`config.mk`:
```
export PLATFORM = sky130hd
export DESIGN_NAME = i2c_dual_wiper_ctrl
export DESIGN_NICKNAME = d
export VERILOG_FILES = /design/src/rtl/wiperctl_pkg.sv /design/src/rtl/wiperctl_line_sync.sv /design/src/rtl/wiperctl_bus_fsm.sv /design/src/rtl/wiperctl_regs.sv /design/src/rtl/i2c_dual_wiper_ctrl.sv
export SDC_FILE = /design/constraint.sdc
export NUM_CORES = 1
export LEC_CHECK = 0
export BUFFER_PORTS_ARGS = -buffer_cell sky130_fd_sc_hd__buf_2
export CAP_MARGIN = 40
export CORE_MARGIN = 2
export CORE_UTILIZATION = 40
export DETAILED_ROUTE_END_ITERATION = 8
export PLACE_DENSITY = 0.62
export SYNTH_ARGS = -nofsm -noshare
export SYNTH_HDL_FRONTEND = slang
export SYNTH_SLANG_ARGS = --single-unit
export TNS_END_PERCENT = 100
```
`constraint.sdc`:
```
create_clock -name clk -period 2.75 [get_ports clk]
set_input_delay 0.55 -clock clk [delete_from_list [all_inputs] [get_ports clk]]
set_output_delay 0.55 -clock clk [all_outputs]
set_load 0.05 [all_outputs]
```
`src/rtl/wiperctl_pkg.sv`:
```
// Shared constants and types for the two-channel wiper code controller.
// Assumes byte-wide bus transfers and exactly two channels.
package wiperctl_pkg;

    localparam int unsigned CODE_W = 8;
    localparam logic [CODE_W-1:0] MIDSCALE = 8'h80;

    // Bit positions inside the instruction byte
    localparam int unsigned INS_SEL  = 7;
    localparam int unsigned INS_MID  = 6;
    localparam int unsigned INS_SHDN = 5;
    localparam int unsigned INS_LO0  = 4;
    localparam int unsigned INS_LO1  = 3;

    typedef enum logic [3:0] {
        ST_IDLE,
        ST_ADDR,
        ST_ADDR_ACK,
        ST_INSTR,
        ST_INSTR_ACK,
        ST_DATA,
        ST_DATA_ACK,
        ST_RD_BYTE,
        ST_RD_ACK,
        ST_IGNORE
    } bus_state_t;

endpackage

```
`src/rtl/wiperctl_line_sync.sv`:
```
// Synchronizes SCL and SDA into the system clock domain. From the
// synchronized levels it derives SCL edges, START and STOP.
// Assumes the system clock is many times faster than SCL and SYNC_STAGES >= 2.
module wiperctl_line_sync #(
    parameter int unsigned SYNC_STAGES = 2
) (
    input  logic clk,
    input  logic rst_n,
    input  logic scl_i,
    input  logic sda_i,
    output logic sda_o,
    output logic scl_rise_o,
    output logic scl_fall_o,
    output logic start_o,
    output logic stop_o
);

    logic [SYNC_STAGES-1:0] scl_pipe;
    logic [SYNC_STAGES-1:0] sda_pipe;
    logic scl_s, sda_s, scl_q, sda_q;

    genvar g;
    generate
        for (g = 0; g < SYNC_STAGES; g++) begin : g_stage
            // One synchronizer stage per line; idle-high reset value
            always_ff @(posedge clk) begin
                if (!rst_n) begin
                    scl_pipe[g] <= 1'b1;
                    sda_pipe[g] <= 1'b1;
                end else if (g == 0) begin
                    scl_pipe[g] <= scl_i;
                    sda_pipe[g] <= sda_i;
                end else begin
                    scl_pipe[g] <= scl_pipe[(g == 0) ? 0 : g-1];
                    sda_pipe[g] <= sda_pipe[(g == 0) ? 0 : g-1];
                end
            end
        end
    endgenerate

    assign scl_s = scl_pipe[SYNC_STAGES-1];
    assign sda_s = sda_pipe[SYNC_STAGES-1];

    // Previous synchronized levels for edge detection
    always_ff @(posedge clk) begin
        if (!rst_n) begin
            scl_q <= 1'b1;
            sda_q <= 1'b1;
        end else begin
            scl_q <= scl_s;
            sda_q <= sda_s;
        end
    end

    assign sda_o      = sda_s;
    assign scl_rise_o = scl_s & ~scl_q;
    assign scl_fall_o = ~scl_s & scl_q;
    assign start_o    = scl_s & scl_q & sda_q & ~sda_s;
    assign stop_o     = scl_s & scl_q & ~sda_q & sda_s;

endmodule

```
`src/rtl/wiperctl_bus_fsm.sv`:
```
// Byte-level slave engine: address match, instruction and data reception,
// read-data shifting, acknowledge generation.
// Assumes the edge and START/STOP strobes come from wiperctl_line_sync.
module wiperctl_bus_fsm
    import wiperctl_pkg::*;
#(
    parameter logic [4:0] ADDR_PREFIX = 5'b01011
) (
    input  logic              clk,
    input  logic              rst_n,
    input  logic              scl_rise,
    input  logic              scl_fall,
    input  logic              start,
    input  logic              stop,
    input  logic              sda_s,
    input  logic [1:0]        strap,
    input  logic [CODE_W-1:0] rd_code,
    output logic              sda_oe,
    output logic              instr_we,
    output logic              data_we,
    output logic [CODE_W-1:0] rx_byte
);

    localparam logic [3:0] BITS = 4'(CODE_W);

    bus_state_t        state;
    logic [CODE_W-1:0] sh;
    logic [3:0]        cnt;
    logic              rw;
    logic              mack;

    // Main bus state machine; START and STOP take priority everywhere
    always_ff @(posedge clk) begin
        if (!rst_n) begin
            state    <= ST_IDLE;
            sh       <= '0;
            cnt      <= '0;
            rw       <= 1'b0;
            mack     <= 1'b0;
            sda_oe   <= 1'b0;
            instr_we <= 1'b0;
            data_we  <= 1'b0;
        end else begin
            instr_we <= 1'b0;
            data_we  <= 1'b0;
            if (start) begin
                state  <= ST_ADDR;
                cnt    <= '0;
                sda_oe <= 1'b0;
            end else if (stop) begin
                state  <= ST_IDLE;
                sda_oe <= 1'b0;
            end else begin
                case (state)
                    ST_ADDR, ST_INSTR, ST_DATA: begin
                        if (scl_rise && cnt < BITS) begin
                            sh  <= {sh[CODE_W-2:0], sda_s};
                            cnt <= cnt + 4'd1;
                        end else if (scl_fall && cnt == BITS) begin
                            cnt <= '0;
                            case (state)
                                ST_ADDR: begin
                                    if (sh[CODE_W-1:1] == {ADDR_PREFIX, strap}) begin
                                        sda_oe <= 1'b1;
                                        rw     <= sh[0];
                                        state  <= ST_ADDR_ACK;
                                    end else begin
                                        state  <= ST_IGNORE;
                                    end
                                end
                                ST_INSTR: begin
                                    sda_oe   <= 1'b1;
                                    instr_we <= 1'b1;
                                    state    <= ST_INSTR_ACK;
                                end
                                default: begin
                                    sda_oe  <= 1'b1;
                                    data_we <= 1'b1;
                                    state   <= ST_DATA_ACK;
                                end
                            endcase
                        end
                    end
                    ST_ADDR_ACK: begin
                        if (scl_fall) begin
                            cnt <= '0;
                            if (rw) begin
                                sh     <= rd_code;
                                sda_oe <= ~rd_code[CODE_W-1];
                                state  <= ST_RD_BYTE;
                            end else begin
                                sda_oe <= 1'b0;
                                state  <= ST_INSTR;
                            end
                        end
                    end
                    ST_INSTR_ACK: begin
                        if (scl_fall) begin
                            sda_oe <= 1'b0;
                            state  <= ST_DATA;
                        end
                    end
                    ST_DATA_ACK: begin
                        if (scl_fall) begin
                            sda_oe <= 1'b0;
                            state  <= ST_INSTR;
                        end
                    end
                    ST_RD_BYTE: begin
                        if (scl_rise) begin
                            cnt <= cnt + 4'd1;
                        end else if (scl_fall) begin
                            if (cnt == BITS) begin
                                cnt    <= '0;
                                sda_oe <= 1'b0;
                                state  <= ST_RD_ACK;
                            end else begin
                                sh     <= {sh[CODE_W-2:0], 1'b0};
                                sda_oe <= ~sh[CODE_W-2];
                            end
                        end
                    end
                    ST_RD_ACK: begin
                        if (scl_rise) begin
                            mack <= ~sda_s;
                        end else if (scl_fall) begin
                            if (mack) begin
                                sh     <= rd_code;
                                sda_oe <= ~rd_code[CODE_W-1];
                                state  <= ST_RD_BYTE;
                            end else begin
                                state  <= ST_IGNORE;
                            end
                        end
                    end
                    default: ;
                endcase
            end
        end
    end

    assign rx_byte = sh;

    // SDA pulled low only in acknowledge or read-data states
    p_oe_states_r11: assert property (@(posedge clk) disable iff (!rst_n)
        sda_oe |-> (state == ST_ADDR_ACK || state == ST_INSTR_ACK ||
                    state == ST_DATA_ACK || state == ST_RD_BYTE));

    // STOP lands in idle with SDA released
    p_stop_idle_r10: assert property (@(posedge clk) disable iff (!rst_n)
        stop |=> (state == ST_IDLE && !sda_oe));

    // START restarts address reception from bit zero
    p_start_addr_r10: assert property (@(posedge clk) disable iff (!rst_n)
        start |=> (state == ST_ADDR && cnt == 4'd0 && !sda_oe));

    // while ignoring, no acknowledge and no register write
    p_ignore_quiet_r3: assert property (@(posedge clk) disable iff (!rst_n)
        (state == ST_IGNORE) |-> (!sda_oe && !instr_we && !data_we));

endmodule

```
`src/rtl/wiperctl_regs.sv`:
```
// Stored tap codes, channel select, software shutdown and logic levels.
// Updated only by the instruction and data strobes from the bus engine.
module wiperctl_regs
    import wiperctl_pkg::*;
(
    input  logic              clk,
    input  logic              rst_n,
    input  logic              instr_we,
    input  logic              data_we,
    input  logic [CODE_W-1:0] rx_byte,
    output logic [CODE_W-1:0] code_a,
    output logic [CODE_W-1:0] code_b,
    output logic [1:0]        sw_shdn,
    output logic [1:0]        logic_lvl,
    output logic [CODE_W-1:0] rd_code
);

    logic [CODE_W-1:0] code_q [2];
    logic              sel;

    // Channel select and logic levels follow each instruction
    always_ff @(posedge clk) begin
        if (!rst_n) begin
            sel       <= 1'b0;
            logic_lvl <= 2'b00;
        end else if (instr_we) begin
            sel       <= rx_byte[INS_SEL];
            logic_lvl <= {rx_byte[INS_LO1], rx_byte[INS_LO0]};
        end
    end

    genvar g;
    generate
        for (g = 0; g < 2; g++) begin : g_chan
            localparam logic CH_ID = (g == 1);
            // Per-channel stored code: midscale command or data load
            always_ff @(posedge clk) begin
                if (!rst_n) begin
                    code_q[g] <= MIDSCALE;
                end else if (instr_we && rx_byte[INS_SEL] == CH_ID && rx_byte[INS_MID]) begin
                    code_q[g] <= MIDSCALE;
                end else if (data_we && sel == CH_ID) begin
                    code_q[g] <= rx_byte;
                end
            end
            // Per-channel software shutdown flag
            always_ff @(posedge clk) begin
                if (!rst_n) begin
                    sw_shdn[g] <= 1'b0;
                end else if (instr_we && rx_byte[INS_SEL] == CH_ID) begin
                    sw_shdn[g] <= rx_byte[INS_SHDN];
                end
            end
        end
    endgenerate

    assign code_a  = code_q[0];
    assign code_b  = code_q[1];
    assign rd_code = sel ? code_q[1] : code_q[0];

    // stored codes hold whenever no strobe arrives
    p_codes_hold_r8: assert property (@(posedge clk) disable iff (!rst_n)
        (!instr_we && !data_we) |=> ($stable(code_a) && $stable(code_b)));

    // instruction and data strobes never coincide
    p_we_exclusive_r5: assert property (@(posedge clk) disable iff (!rst_n)
        !(instr_we && data_we));

    // a data strobe makes the selected code equal the received byte
    p_data_load_r5: assert property (@(posedge clk) disable iff (!rst_n)
        data_we |=> (rd_code == $past(rx_byte)));

endmodule

```
`src/rtl/i2c_dual_wiper_ctrl.sv`:
```
// Top level: two-wire slave controlling two tap codes, two logic levels and
// per-channel shutdown. The shutdown pin reaches the outputs combinationally.
// Assumes clk oversamples SCL by a wide margin.
module i2c_dual_wiper_ctrl
    import wiperctl_pkg::*;
#(
    parameter int unsigned SYNC_STAGES = 2,
    parameter logic [4:0]  ADDR_PREFIX = 5'b01011
) (
    input  logic              clk,
    input  logic              rst_n,
    input  logic              scl_i,
    input  logic              sda_i,
    output logic              sda_oe_o,
    input  logic [1:0]        strap_i,
    input  logic              shdn_n_i,
    output logic [CODE_W-1:0] wiper_a_o,
    output logic [CODE_W-1:0] wiper_b_o,
    output logic [1:0]        shdn_act_o,
    output logic [1:0]        logic_o
);

    logic              sda_s, scl_rise, scl_fall, start, stop;
    logic              instr_we, data_we;
    logic [CODE_W-1:0] rx_byte, rd_code, code_a, code_b;
    logic [1:0]        sw_shdn;

    wiperctl_line_sync #(.SYNC_STAGES(SYNC_STAGES)) u_sync (
        .clk        (clk),
        .rst_n      (rst_n),
        .scl_i      (scl_i),
        .sda_i      (sda_i),
        .sda_o      (sda_s),
        .scl_rise_o (scl_rise),
        .scl_fall_o (scl_fall),
        .start_o    (start),
        .stop_o     (stop)
    );

    wiperctl_bus_fsm #(.ADDR_PREFIX(ADDR_PREFIX)) u_fsm (
        .clk      (clk),
        .rst_n    (rst_n),
        .scl_rise (scl_rise),
        .scl_fall (scl_fall),
        .start    (start),
        .stop     (stop),
        .sda_s    (sda_s),
        .strap    (strap_i),
        .rd_code  (rd_code),
        .sda_oe   (sda_oe_o),
        .instr_we (instr_we),
        .data_we  (data_we),
        .rx_byte  (rx_byte)
    );

    wiperctl_regs u_regs (
        .clk       (clk),
        .rst_n     (rst_n),
        .instr_we  (instr_we),
        .data_we   (data_we),
        .rx_byte   (rx_byte),
        .code_a    (code_a),
        .code_b    (code_b),
        .sw_shdn   (sw_shdn),
        .logic_lvl (logic_o),
        .rd_code   (rd_code)
    );

    // Effective outputs: pin or software shutdown forces the B end (00h)
    always_comb begin
        shdn_act_o = {2{~shdn_n_i}} | sw_shdn;
        wiper_a_o  = shdn_act_o[0] ? '0 : code_a;
        wiper_b_o  = shdn_act_o[1] ? '0 : code_b;
    end

endmodule

```
==> results.py <==
metrics = {
    "placement": {
        "dp_hpwl_mm": 4.11,
        "port_buffers": 27,
        "routabilityCongestion": 0.852,
        "dp.cells": 384,
    },
    "detailed_routing": {
        "via_count": 2139,
        "drc": 0,
        "drt_iter0_markers": 112,
        "drtPass1Iterations": 4,
        "vias_per_cell": 5.46,
        "wl_per_cell_um": 14.6,
        "finalWirelength_mm": 5.73,
        "ant_nets": 0,
    },
    "timing": {
        "hold_viol_final": 0,
        "worst_pin_slew_ns": 0.565,
        "max-slew-margin-rel_pct": 62.0,
        "rsz0062_at_grt": "no",
        "finClkSkew_ns": 0.00952,
        "post-route-min-period_ns": 2.10,
        "max_freq_mhz": 476,
        "slew_viol_final": 0,
        "finalCritPeriodShare_pct": 76.4,
        "setup-tns-final_ns": 0,
        "setup-violations-final": 0,
    },
    "floorplanning": {
        "die-area_um2": 7320,
        "core_area_um2": 6390,
        "die_y_um": 85.6,
        "ios": 28,
        "rows": 29,
        "die-width_um": 85.6,
        "start_util_pct": 41.7,
    },
    "outcome": {
        "status": "completed",
    },
    "yosys": {
        "yosys.area.top_type_share_pct": 24.1,
        "synthCells": 288,
        "synth_edf_count": 16,
        "syn-num-nets": 297,
        "ys.flop_type": "dfxtp_1",
        "synth-seq-cells": 48,
        "syn-cell-area_um2": 2660,
        "ys_seq_area_share_pct": 42.1,
        "yosysTopAreaCell": "dfxtp_1",
        "synthTopCellsByArea": "dfxtp_1 24%, edfxtp_1 18%, mux2i_1 8.3%",
        "synthArstFlopShare_pct": 0,
        "yosysUniqueCellTypes": 54,
        "yosys_warnings": 0,
        "avgSynthCellArea_um2": 9.24,
    },
    "global_route": {
        "grt_pass1_vias": 1902,
        "grt_use_total_pct": 16.3,
        "overflow": 0,
        "grt_max_degree": 26,
        "antenna_found_initial": 0,
        "grtUsageMet2_pct": 24.6,
        "met1_usage_pct": 23.1,
        "grt_pass1_wl_mm": 9.49,
        "grt.busiest_layer": "met2",
        "use_met3_pct": 3.85,
    },
    "pwr": {
        "sw_frac_of_total_pct": 27.5,
        "p_total_mw": 1.35,
        "p_comb_share_pct": 12.4,
        "p_sw_mw": 0.370,
        "cell_internal_pwr_mw": 0.978,
        "p_leak_nw": 1.11,
        "seq_power_share_pct": 56.6,
        "peakVddDrop_uv": 269,
        "powerDensity_nw_per_um2": 456,
        "pwr-share-clk_pct": 31.1,
    },
    "layout": {
        "fillers": 640,
        "finalNonFillerCells": 392,
        "drive_gt1_share_pct": 14.6,
        "regArea_um2": 1120,
        "area_growth_pct": 11.1,
        "multi_input_area_um2": 1460,
        "nNetsFinal": 323,
        "diodes": 0,
    },
    "critical_path": {
        "crit_family": "simple AND/OR/NAND/NOR gates",
        "endpoint_kind": "register",
        "worstSetupPathType": "reg -> reg",
        "worstPathMaxFanout": 17,
        "slowest_delay_ns": 0.67,
        "crit_buf_inv": 0,
        "arrival_ns": 2.35,
        "start_kind": "register",
        "cpMaxStageDelayCell": "dfxtp_1",
        "crit_chain": "or4b_4, o211a_1, or4_1, a21oi_1",
        "required_ns": 3.00,
    },
    "clocking": {
        "htree_levels": 2,
        "tritoncts": "built",
        "post_cts_buffers": 0,
        "cts.path.max_buffers": 2,
        "cts-root-buf": "clkbuf_8",
        "clk_transition_reported_paths_ns": 0.09,
        "hold_buffers": 0,
        "ctsResizeCount": 0,
        "cts.sinks": 48,
        "cts_buffers": 5,
        "clk_latency_ns": 0.31,
    },
    "worst_hold_path": {
        "min_path_type": "reg -> reg",
    },
    "job": {
        "maxCapViolations": 0,
    },
}
==> cells by family after synthesis <==
kind of cell / after synthesis / synth area share, %
compound gates: 50 / 13.0
xor+xnor: 4 / 1.32
fa+ha+maj: 2 / 0.940
buf+inv: 20 / 3.38
flops: 48 / 42.1
mux: 22 / 8.27
simple gates: 142 / 31.0
==> state kept, by name (all words and copies together) (netlist names) <==
signal / count
u_fsm.mack: 1
u_regs.code_q: 16
u_sync.scl_pipe: 1
u_fsm.rw: 1
u_fsm.data_we: 1
u_sync.sda_o: 1
u_fsm.sda_oe: 1
u_fsm.instr_we: 1
u_fsm.rx_byte: 8
u_fsm.cnt: 4
u_regs.sel: 1
u_sync.sda_pipe: 1
u_sync.sda_q: 1
u_regs.logic_lvl: 2
u_regs.sw_shdn: 2
u_sync.scl_s: 1
u_sync.scl_q: 1
u_fsm.state: 4
==> cells in the final DEF, fill, tap and decap left out, types with 5 or more instances in the layout <==
cell type / Yosys / layout
nand2_1: 36 / 36
dfxtp_1: 32 / 32
and2_1: 31 / 31
buf_2: 3 / 27
mux2i_1: 22 / 22
edfxtp_1: 16 / 16
nand2b_1: 13 / 13
a21oi_1: 13 / 13
nor2b_1: 12 / 12
nor3_1: 9 / 9
o211ai_1: 9 / 9
inv_1: 7 / 7
nor2_1: 7 / 7
o21ai_0: 7 / 7
nand3_1: 5 / 5
clkbuf_8: 0 / 5
buf_4: 3 / 5
==> metal layers <==
layer	wire, um	vias to the layer above
li1	-	1082
met1	2750	990
met2	2570	60
met3	341	7
met4	75	0
met5	0	-
==> power groups by stage <==
| stage | registers [mW] | logic (mW) | clock network [mW] |
|---|---|---|---|
| floorplan | 0.772 | 0.133 | 0 |
| global placement | 0.779 | 0.166 | 0 |
| detailed placement | 0.779 | 0.167 | 0 |
| CTS | 0.763 | 0.168 | 0.429 |
| global route | 0.765 | 0.180 | 0.459 |
| finish | 0.763 | 0.167 | 0.419 |
==> cell usage after synthesis, drive strengths merged (4+ instances only) <==
master  number
buf          7
o21ai        8
and2        31
inv          7
a21oi       13
nand3        5
edfxtp      16
nand2b      13
o211ai       9
o211a        4
clkbuf       6
nor3b        4
nor2b       12
nor2         7
nand2       36
nor3        10
mux2i       22
dfxtp       32
==> area by class of cell <==
class / instances / area share [%]
multi-input combinational: 220 / 49.3
inverter: 7 / 0.888
clock inverter: 2 / 0.423
tap: 77 / 3.26
clock buffer: 6 / 2.45
timing repair buffer: 32 / 5.84
sequential: 48 / 37.9
==> final timing paths <==
path | from | to | slack (ns) | cells past startpoint
max | u_fsm.state[3] | u_fsm.sda_oe | 0.65 | 4
min | u_sync.sda_pipe[0] | u_sync.sda_o | 0.41 | 1
max reg2reg | u_fsm.state[3] | u_fsm.sda_oe | 0.65 | 4
min reg2reg | u_sync.sda_pipe[0] | u_sync.sda_o | 0.41 | 1
==> per-stage QoR <==
step / cell area, um2 / setup slack [ns] / hold slack, ns / utilization, %
2_1_floorplan: 2660 / 0.902 / 0.386 / -
3_3_place_gp: 2870 / 0.693 / 0.388 / 45.0
3_5_place_dp: 2870 / 0.627 / 0.401 / 45.0
4_1_cts: 2960 / 0.628 / 0.417 / 46.3
5_1_grt: 2960 / 0.447 / 0.422 / 46.3
6_report: 2960 / 0.649 / 0.414 / 46.3
Power figures use the tool's default switching activity.
